<file path="config.mk">
export PLATFORM = sky130hd
export DESIGN_NAME = nsr_top
export DESIGN_NICKNAME = d
export VERILOG_FILES = /design/src/rtl/nsr_pkg.sv /design/src/rtl/nsr_op_ctrl.sv /design/src/rtl/nsr_array.sv /design/src/rtl/nsr_read_mux.sv /design/src/rtl/nsr_top.sv
export SDC_FILE = /design/constraint.sdc
export NUM_CORES = 1
export LEC_CHECK = 0
export BUFFER_PORTS_ARGS = -buffer_cell sky130_fd_sc_hd__buf_2
export CORE_MARGIN = 4
export CORE_UTILIZATION = 50
export DETAILED_ROUTE_END_ITERATION = 16
export PLACE_DENSITY_LB_ADDON = 0.05
export SYNTH_ARGS = -nofsm -noshare
export SYNTH_HDL_FRONTEND = slang
export SYNTH_HIERARCHICAL = 1
export SYNTH_SLANG_ARGS = --single-unit
</file>
<file path="constraint.sdc">
create_clock -name clk -period 5.5 [get_ports clk]
set_input_delay 1.65 -clock clk [delete_from_list [all_inputs] [get_ports clk]]
set_output_delay 1.65 -clock clk [all_outputs]
set_load 0.02 [all_outputs]
</file>
<file path="src/rtl/nsr_pkg.sv">
package nsr_pkg;

   typedef enum logic {
      OP_PROGRAM = 1'b0,
      OP_ERASE   = 1'b1
   } op_kind_e;

   localparam int STAT_POLL_POS   = 7;
   localparam int STAT_TOGGLE_POS = 6;

   // Status byte: polling flag and toggle flag, remaining bits zero.
   function automatic logic [7:0] pack_status(input logic poll, input logic tog);
      logic [7:0] s;
      s = 8'h00;
      s[STAT_POLL_POS]   = poll;
      s[STAT_TOGGLE_POS] = tog;
      return s;
   endfunction

endpackage

</file>
<file path="src/rtl/nsr_op_ctrl.sv">
module nsr_op_ctrl
   import nsr_pkg::*;
#(
   parameter int ADDR_W      = 6,
   parameter int DATA_W      = 8,
   parameter int BUSY_CYCLES = 20
) (
   input  logic              clk,
   input  logic              rst_n,
   input  logic              op_start,
   input  logic              op_erase,
   input  logic [ADDR_W-1:0] op_addr,
   input  logic [DATA_W-1:0] op_data,
   input  logic              suspend_req,
   input  logic              resume_req,
   output logic              busy,
   output logic              suspended,
   output op_kind_e          kind,
   output logic [ADDR_W-1:0] tgt_addr,
   output logic [DATA_W-1:0] tgt_data,
   output logic              accept,
   output logic              commit
);

   localparam int              CNT_W    = $clog2(BUSY_CYCLES);
   localparam logic [CNT_W-1:0] CNT_LAST = CNT_W'(BUSY_CYCLES - 1);

   logic              busy_q, susp_q;
   logic [CNT_W-1:0]  cnt_q;
   op_kind_e          kind_q;
   logic [ADDR_W-1:0] addr_q;
   logic [DATA_W-1:0] data_q;

   assign accept = op_start && !busy_q;
   assign commit = busy_q && !susp_q && (cnt_q == CNT_LAST);

   always_ff @(posedge clk) begin
      if (!rst_n) begin
         busy_q <= 1'b0;
         susp_q <= 1'b0;
         cnt_q  <= '0;
         kind_q <= OP_PROGRAM;
         addr_q <= '0;
         data_q <= '0;
      end else if (accept) begin
         busy_q <= 1'b1;
         susp_q <= 1'b0;
         cnt_q  <= '0;
         kind_q <= op_erase ? OP_ERASE : OP_PROGRAM;
         addr_q <= op_addr;
         data_q <= op_data;
      end else if (commit) begin
         busy_q <= 1'b0;
      end else if (susp_q) begin
         if (resume_req) susp_q <= 1'b0;
      end else if (busy_q) begin
         cnt_q <= cnt_q + 1'b1;
         if (suspend_req && kind_q == OP_ERASE) susp_q <= 1'b1;
      end
   end

   assign busy      = busy_q;
   assign suspended = susp_q;
   assign kind      = kind_q;
   assign tgt_addr  = addr_q;
   assign tgt_data  = data_q;

   AST_SUSP_ONLY_ERASE: assert property (@(posedge clk) disable iff (!rst_n)
      susp_q |-> (busy_q && kind_q == OP_ERASE));
   AST_TIMER_FROZEN: assert property (@(posedge clk) disable iff (!rst_n)
      susp_q |=> $stable(cnt_q));
   AST_START_IGNORED: assert property (@(posedge clk) disable iff (!rst_n)
      busy_q |=> ($stable(addr_q) && $stable(data_q)));

endmodule

</file>
<file path="src/rtl/nsr_array.sv">
module nsr_array #(
   parameter int ADDR_W    = 6,
   parameter int DATA_W    = 8,
   parameter int WORD_BITS = 3
) (
   input  logic              clk,
   input  logic              rst_n,
   input  logic [ADDR_W-1:0] rd_addr,
   output logic [DATA_W-1:0] rd_word,
   input  logic              prog_we,
   input  logic              erase_we,
   input  logic [ADDR_W-1:0] wr_addr,
   input  logic [DATA_W-1:0] wr_data
);

   localparam int DEPTH = 1 << ADDR_W;

   logic [DATA_W-1:0] words [DEPTH];

   for (genvar w = 0; w < DEPTH; w++) begin : g_word
      localparam logic [ADDR_W-1:0] WA = ADDR_W'(w);
      logic              hit_prog, hit_erase;
      logic [DATA_W-1:0] word_q;

      assign hit_prog  = prog_we && (wr_addr == WA);
      assign hit_erase = erase_we &&
                         (wr_addr[ADDR_W-1:WORD_BITS] == WA[ADDR_W-1:WORD_BITS]);

      always_ff @(posedge clk) begin
         if (!rst_n)         word_q <= '1;
         else if (hit_erase) word_q <= '1;
         else if (hit_prog)  word_q <= wr_data;
      end

      assign words[w] = word_q;
   end

   assign rd_word = words[rd_addr];

endmodule

</file>
<file path="src/rtl/nsr_read_mux.sv">
module nsr_read_mux
   import nsr_pkg::*;
#(
   parameter int ADDR_W    = 6,
   parameter int DATA_W    = 8,
   parameter int BANK_BITS = 1,
   parameter int WORD_BITS = 3
) (
   input  logic              clk,
   input  logic              rst_n,
   input  logic              rd_en,
   input  logic [ADDR_W-1:0] rd_addr,
   input  logic [DATA_W-1:0] array_word,
   input  logic              busy,
   input  logic              suspended,
   input  op_kind_e          kind,
   input  logic [ADDR_W-1:0] tgt_addr,
   input  logic [DATA_W-1:0] tgt_data,
   input  logic              accept,
   output logic [DATA_W-1:0] rd_data,
   output logic              rd_valid
);

   localparam int BANK_LSB = ADDR_W - BANK_BITS;

   logic              rd_en_q, tog_q, valid_q, stat_q;
   logic [DATA_W-1:0] data_q;
   logic              rise, same_bank, same_block;
   logic              use_status, live, poll;

   assign rise       = rd_en && !rd_en_q;
   assign same_bank  = rd_addr[ADDR_W-1:BANK_LSB] == tgt_addr[ADDR_W-1:BANK_LSB];
   assign same_block = rd_addr[ADDR_W-1:WORD_BITS] == tgt_addr[ADDR_W-1:WORD_BITS];

   always_comb begin
      use_status = 1'b0;
      live       = 1'b0;
      poll       = 1'b0;
      if (busy && same_bank) begin
         if (suspended) begin
            use_status = same_block;
            poll       = 1'b1;
         end else begin
            use_status = 1'b1;
            live       = 1'b1;
            poll       = (kind == OP_PROGRAM) ? ~tgt_data[STAT_POLL_POS] : 1'b0;
         end
      end
   end

   always_ff @(posedge clk) begin
      if (!rst_n) begin
         rd_en_q <= 1'b0;
         tog_q   <= 1'b0;
         valid_q <= 1'b0;
         stat_q  <= 1'b0;
         data_q  <= '0;
      end else begin
         rd_en_q <= rd_en;
         valid_q <= rise;
         if (rise) begin
            stat_q <= use_status;
            data_q <= use_status ? DATA_W'(pack_status(poll, tog_q)) : array_word;
         end
         if (accept)            tog_q <= 1'b0;
         else if (rise && live) tog_q <= ~tog_q;
      end
   end

   assign rd_data  = data_q;
   assign rd_valid = valid_q;

   AST_VALID_PULSE: assert property (@(posedge clk) disable iff (!rst_n)
      valid_q |=> !valid_q);
   AST_TOGGLE_CLEARED: assert property (@(posedge clk) disable iff (!rst_n)
      accept |=> !tog_q);
   AST_TOGGLE_HELD: assert property (@(posedge clk) disable iff (!rst_n)
      suspended |=> $stable(tog_q));
   AST_LOW_BITS_ZERO: assert property (@(posedge clk) disable iff (!rst_n)
      (valid_q && stat_q) |-> (data_q[5:0] == 6'd0));

endmodule

</file>
<file path="src/rtl/nsr_top.sv">
module nsr_top
   import nsr_pkg::*;
#(
   parameter int  BANK_BITS   = 1,
   parameter int  BLOCK_BITS  = 2,
   parameter int  WORD_BITS   = 3,
   parameter int  DATA_W      = 8,
   parameter int  BUSY_CYCLES = 20,
   localparam int ADDR_W      = BANK_BITS + BLOCK_BITS + WORD_BITS
) (
   input  logic              clk,
   input  logic              rst_n,
   input  logic              rd_en,
   input  logic [ADDR_W-1:0] rd_addr,
   output logic [DATA_W-1:0] rd_data,
   output logic              rd_valid,
   input  logic              op_start,
   input  logic              op_erase,
   input  logic [ADDR_W-1:0] op_addr,
   input  logic [DATA_W-1:0] op_data,
   input  logic              suspend_req,
   input  logic              resume_req,
   output logic              busy,
   output logic              suspended
);

   if (DATA_W < 8) begin : g_bad_width
      $error("nsr_top: DATA_W must hold an 8-bit status byte");
   end
   if (BUSY_CYCLES < 2) begin : g_bad_busy
      $error("nsr_top: BUSY_CYCLES must be at least 2");
   end
   if (BANK_BITS < 1 || BLOCK_BITS < 1 || WORD_BITS < 1) begin : g_bad_map
      $error("nsr_top: every address field needs at least one bit");
   end
   if (ADDR_W > 10) begin : g_bad_depth
      $error("nsr_top: array model limited to 1024 words");
   end

   op_kind_e          kind;
   logic [ADDR_W-1:0] tgt_addr;
   logic [DATA_W-1:0] tgt_data, array_word;
   logic              accept, commit;

   nsr_op_ctrl #(.ADDR_W(ADDR_W), .DATA_W(DATA_W), .BUSY_CYCLES(BUSY_CYCLES)) u_ctrl (
      .clk(clk), .rst_n(rst_n), .op_start(op_start), .op_erase(op_erase),
      .op_addr(op_addr), .op_data(op_data), .suspend_req(suspend_req),
      .resume_req(resume_req), .busy(busy), .suspended(suspended), .kind(kind),
      .tgt_addr(tgt_addr), .tgt_data(tgt_data), .accept(accept), .commit(commit)
   );

   nsr_array #(.ADDR_W(ADDR_W), .DATA_W(DATA_W), .WORD_BITS(WORD_BITS)) u_array (
      .clk(clk), .rst_n(rst_n), .rd_addr(rd_addr), .rd_word(array_word),
      .prog_we(commit && kind == OP_PROGRAM), .erase_we(commit && kind == OP_ERASE),
      .wr_addr(tgt_addr), .wr_data(tgt_data)
   );

   nsr_read_mux #(.ADDR_W(ADDR_W), .DATA_W(DATA_W), .BANK_BITS(BANK_BITS),
                  .WORD_BITS(WORD_BITS)) u_mux (
      .clk(clk), .rst_n(rst_n), .rd_en(rd_en), .rd_addr(rd_addr),
      .array_word(array_word), .busy(busy), .suspended(suspended), .kind(kind),
      .tgt_addr(tgt_addr), .tgt_data(tgt_data), .accept(accept),
      .rd_data(rd_data), .rd_valid(rd_valid)
   );

   AST_REPLY_WITHOUT_READ: assert property (@(posedge clk) disable iff (!rst_n)
      rd_valid |-> $past(rd_en));

endmodule

</file>
## Word level (Yosys, flattened, before mapping)

Cells that the tools add are included.

- Bits in registers: 545
- Logic and storage cells: 271
- Input port bits: 27
- Output and inout bits: 11

- Reductions and logical operators: 97
- Bitwise operators: 7
- Mux-type cells: 18
- $add $sub $neg: 1
- Equal/unequal tests: 73
- Order comparisons: 1

Operator list:

| cell | count |
|---|---|
| 6-bit == test (second input constant) | 32 |
| 6-bit by 5-bit == test with 1-bit output (second input constant) | 16 |
| 1-bit logical AND | 81 |
| 8-bit binary-select mux with 6-bit select | 1 |
| 6-bit by 4-bit == test with 1-bit output (second input constant) | 8 |
| 6-bit by 3-bit == test with 1-bit output (second input constant) | 4 |
| 8-bit two-way mux | 3 |
| 2-bit OR reduction | 9 |
| 1-bit two-way mux | 14 |
| 3-bit == test (second input constant) | 4 |
| 6-bit by 2-bit == test with 1-bit output (second input constant) | 2 |
| 7-bit >= comparator (second input constant) | 1 |
| 6-bit NOT with 7-bit output | 1 |
| 3-bit by 2-bit == test with 1-bit output (second input constant) | 2 |
| 6-bit by 1-bit == test with 1-bit output (second input constant) | 1 |
| 6-bit logical NOT | 1 |
| 1-bit NOT | 6 |
| 5-bit by 1-bit adder with 5-bit output (second input constant) | 1 |
| 5-bit == test (second input constant) | 1 |
| 3-bit by 1-bit == test with 1-bit output (second input constant) | 1 |
| 3-bit == test | 1 |
| 1-bit logical NOT | 3 |
| 3-bit logical NOT | 1 |
| 3-bit AND reduction | 1 |
| 2 further kinds | 2 |

## Longest topological paths before layout

- Word-level depth: 6
- Depth in mapped cells: 10
- Gate-level depth less buffers: 8

## Cells and area by module

Netlist, hierarchy kept.

Modules (own cells, without submodules):

| module | area an instance (µm²) | instances | seq. area each (µm²) | cells each |
|---|---|---|---|---|
| nsr_array | 22440.3 | 1 | 10249.8 | 2673 |
| nsr_op_ctrl | 897.1 | 1 | 440.4 | 103 |
| nsr_read_mux | 500.5 | 1 | 220.2 | 52 |
| nsr_top | 16.3 | 1 | 0.0 | 2 |

## Worst setup path before layout

No wires, ideal clock.

- Path kind: input-to-reg
- From: input port rd_addr[0]
- To: register u_mux.data_q[6], in the netlist u_mux/rd_data[6]
- Path buffers: 3
- Cell stages on the path: 9
- Setup time: 0.119 ns
- Setup slack: 2.010 ns
- Arrival time: 3.371 ns
- Data required time: 5.381 ns
- Cell sequence: buf_6 buf_6 buf_4 mux4_2 mux2i_1 nand2_1 a32o_1 a21boi_0 o221a_1

- Word-level cells in the longest chain between the ends: 5

RTL lines:

| element | RTL line | source |
|---|---|---|
| from (decl) | nsr_top.sv:14 | `input logic [ADDR_W-1:0] rd_addr,` |
| 6-bit NOT with 7-bit output (implied by the code) | nsr_array.sv:38 | `assign rd_word = words[rd_addr];` |
| 8-bit binary-select mux with 6-bit select | nsr_array.sv:38 |  |
| 8-bit two-way mux (implied by the code) (2 in series) | nsr_array.sv:38 |  |
| net array_word[6] | nsr_top.sv:42 | `logic [DATA_W-1:0] tgt_data, array_word;` |
| 8-bit two-way mux | nsr_read_mux.sv:63 | `data_q <= use_status ? DATA_W'(pack_status(poll, tog_q)) : array_word;` |
| to (signal assigned) | nsr_read_mux.sv:63 |  |
| to (decl) | nsr_read_mux.sv:27 | `logic [DATA_W-1:0] data_q;` |

The timed path passes the listed nets, and every way through them passes these cells. The select of a mux whose other input is x is not followed.
A chain may end at the register's enable or synchronous reset.

## Worst setup path in the final report

- From: input port rd_addr[1]
- To: register u_mux.data_q[7], in the netlist u_mux/rd_data[7]

The elaborated chain is that of the path after synthesis.

==> impl_metrics.env <==
export IMPL_initial_core_util_pct=50.9
export IMPL_drtPass1Iterations=6
export IMPL_synth_top_area_share_pct=45.7
export IMPL_clock_skew_ns=0.0268
export IMPL_final_min_period_over_clock_period_pct=66.3
export IMPL_timing_critical_path_fanout_max=67
export IMPL_portBuffers=37
export IMPL_pwr_density_cell_nw_per_um2=324
export IMPL_postCtsHoldBufs=0
export IMPL_finalInstanceArea_um2=26200
export IMPL_synth_seq_area_share_pct=45.7
export IMPL_vias=20700
export IMPL_relative_slew_slack_pct=29.8
export IMPL_dpl_worst_slack_ns=1.29
export IMPL_timing_fmax_mhz=274
export IMPL_globalRouteOverflowTotal=0
export IMPL_maxSlewViolCount=0
export IMPL_leakage_nw=11.2
export IMPL_totalNegativeSetupSlack_ns=0
export IMPL_synthArstFlopShare_pct=0
export IMPL_fin_worst_setup_slack_ns=1.86
export IMPL_detail_route_wirelength_mm=77.0
export IMPL_synthesis_area_um2=23900
export IMPL_cts_clk_slew_worst_paths_ns=0.06
export IMPL_final_layout_size_suffix_gt1_share_pct=11.8
export IMPL_worstSkewPairLatency_ns=0.63
export IMPL_boundaryPins=38
export IMPL_syn_nets=2858
export IMPL_number_of_antenna_violations_at_the_first_check_in_global_routing=1
export IMPL_post_dp_hpwl_mm=49.8
export IMPL_fp_dieArea_um2=51300
export IMPL_first_iter_violations=2404
export IMPL_antennaDiodeCount=0
export IMPL_core_rowCount=79
export IMPL_yosysTopAreaCell="sky130_fd_sc_hd__dfxtp_1"
export IMPL_max_slew_worst_pin_slew_ns=1.05
export IMPL_grt_util_all_layers_pct=29.5
export IMPL_nNetsFinal=2788
export IMPL_ys_warnings_count=6
export IMPL_grt_pass1_vias=19600
export IMPL_netlist_top_cells_area="sky130_fd_sc_hd__dfxtp_1, sky130_fd_sc_hd__nand2_1, sky130_fd_sc_hd__nand3_1, sky130_fd_sc_hd__mux4_2, sky130_fd_sc_hd__mux4_1"
export IMPL_grt_pass1_wl_mm=117
export IMPL_place_congestion=0.926
export IMPL_rsz0062_at_grt="false"
export IMPL_synth_edff_count=0
export IMPL_fp_dieH_um=226
export IMPL_dominant_register_cell_in_the_synthesized_netlist="sky130_fd_sc_hd__dfxtp_1"
export IMPL_std_cell_core_area_um2=46900
export IMPL_clockBufferDepth=3
export IMPL_cts_num_sinks=545
export IMPL_crit_required_ns=5.99
export IMPL_setup_violations_final=0
export IMPL_drv_cap=0
export IMPL_postSynthCellCount=2830
export IMPL_cts_htree_levels=2
export IMPL_synth_avg_cell_area_um2=8.43
export IMPL_drc=0
export IMPL_setup_worst_path_start_class="input port"
export IMPL_run_status="finished, final reports clean"
export IMPL_cts_root_buffer_type="sky130_fd_sc_hd__clkbuf_16"
export IMPL_vdd_ir_drop_max_uv=252
export IMPL_die_width_um=226
export IMPL_cts_repair_resized=0
export IMPL_period_needed_ns=3.64
export IMPL_cts_buffers=56
export IMPL_area_growth_synth_to_final_pct=9.64
export IMPL_endpoint_kind="register"
export IMPL_hold_path_class="reg2reg"
export IMPL_ant_nets=0
export IMPL_grt_start_max_net_pins=68
export IMPL_placed_area_um2=24200
export IMPL_timing_setup_critical_path_class="in2reg"
export IMPL_post_drt_via_cell_ratio=6.07
export IMPL_synth_cell_type_count=66
export IMPL_cts_setup_buffers=0
export IMPL_most_common_layout_cells="sky130_fd_sc_hd__nand2_1, sky130_fd_sc_hd__dfxtp_1, sky130_fd_sc_hd__nand3_1"
export IMPL_wl_per_cell_um=22.6
export IMPL_crit_arrival_ns=4.14
export IMPL_number_of_flip_flops_and_latches_in_the_synthesized_netlist=545
export IMPL_final_common_cell="sky130_fd_sc_hd__nand2_1"
export IMPL_cts_tree="done"
export IMPL_timing_hold_violations_final=0
==> cells by family (layout without fill, tap and decap cells) <==
logic type / Yosys count / after routing / synth area share, %
compound gates: 115 / 115 / 3.54
xor+xnor: 4 / 4 / 0.147
fa+ha+maj: 1 / 1 / 0.0524
buf+inv: 203 / 177 / 4.03
flops: 545 / 545 / 45.7
mux: 150 / 150 / 13.4
simple gates: 1812 / 1812 / 33.1
==> cell type report <==
type | count | area (um2)
timing repair buffer | 71 | 490
clock inverter | 26 | 320
clock buffer | 76 | 1650
tap | 607 | 759
sequential | 545 | 10900
fill | 4232 | 20700
inverter | 4 | 16.3
multi-input combinational | 2082 | 12000
==> state kept, by name (all words and copies together), names as in the netlist <==
register,flops
u_mux/rd_data,8
u_array/g_word.word_q,512
u_ctrl/suspended,1
u_ctrl/tgt_addr,6
u_ctrl/busy,1
u_ctrl/tgt_data,8
u_mux/rd_valid,1
u_mux/tog_q,1
u_mux/rd_en_q,1
u_ctrl/cnt_q,5
u_ctrl/kind,1
==> worst max-delay path, stage by stage <==
cell                      delay, ns
sky130_fd_sc_hd__buf_6         0.57
sky130_fd_sc_hd__buf_4         0.38
sky130_fd_sc_hd__mux4_2        0.53
sky130_fd_sc_hd__mux2i_1       0.29
sky130_fd_sc_hd__a21oi_1       0.13
sky130_fd_sc_hd__a22o_1        0.25
sky130_fd_sc_hd__o31a_1        0.30
==> stage by stage <==
| stage | utilization (%) | power, W | cells | hold WS (ns) |
|---|---|---|---|---|
| 2_1_floorplan | - | 0.00436 | 2830 | 0.432 |
| 3_3_place_gp | 51.6 | 0.00449 | 3309 | 0.442 |
| 3_5_place_dp | 51.6 | 0.00449 | 3309 | 0.448 |
| 4_1_cts | 55.8 | 0.00852 | 3411 | 0.465 |
| 5_1_grt | 55.8 | 0.00871 | 3411 | 0.471 |
| 6_report | 55.8 | 0.00848 | 3411 | 0.464 |
==> power breakdown <==
group / total (W) / switching [W] / internal, W / leakage, nW
Clock: 0.00407 / 0.00165 / 0.00242 / 0.978
Combinational: 0.000419 / 0.000301 / 0.000118 / 5.78
Sequential: 0.00399 / 0.0000304 / 0.00396 / 4.42
==> per-layer routing <==
| layer | share of wire, % | up-vias | track usage (%) |
|---|---|---|---|
| met1 | 42 | 10000 | 40.6 |
| li1 | - | 9528 | - |
| met5 | 0.13 | - | 1.23 |
| met4 | 3.9 | 4 | 11.9 |
| met3 | 9.6 | 163 | 7.07 |
| met2 | 44 | 974 | 45.1 |
==> cells in the mapped netlist, drive strengths merged, types with 5 or more instances <==
cell	n
and4bb	6
a211oi	8
buf	88
clkbuf	111
a21oi	13
nand2	1137
o221a	10
dfxtp	545
nand2b	6
and2	14
o22ai	16
o221ai	5
nor2b	6
nand4bb	5
a22oi	8
mux2	6
nand4b	5
nand3b	6
o21ai	17
a32o	5
nor2	61
mux4	128
o31a	7
nand3	535
a21boi	16
mux2i	16
==> final timing paths <==
| path | slack [ns] | from | endpoint | depth (start not counted) |
|---|---|---|---|---|
| max | 1.86 | rd_addr[1] | u_mux/rd_data[7]$_SDFFE_PN0P_ | 7 |
| min | 0.46 | u_array/g_word[13].word_q[7]$_SDFFE_PP1P_ | u_array/g_word[13].word_q[7]$_SDFFE_PP1P_ | 2 |
| max reg2reg | 2.25 | u_ctrl/cnt_q[1]$_SDFFE_PP0P_ | u_array/g_word[23].word_q[5]$_SDFFE_PP1P_ | 8 |
| min reg2reg | 0.46 | u_array/g_word[13].word_q[7]$_SDFFE_PP1P_ | u_array/g_word[13].word_q[7]$_SDFFE_PP1P_ | 2 |
Power figures use the tool's default switching activity.
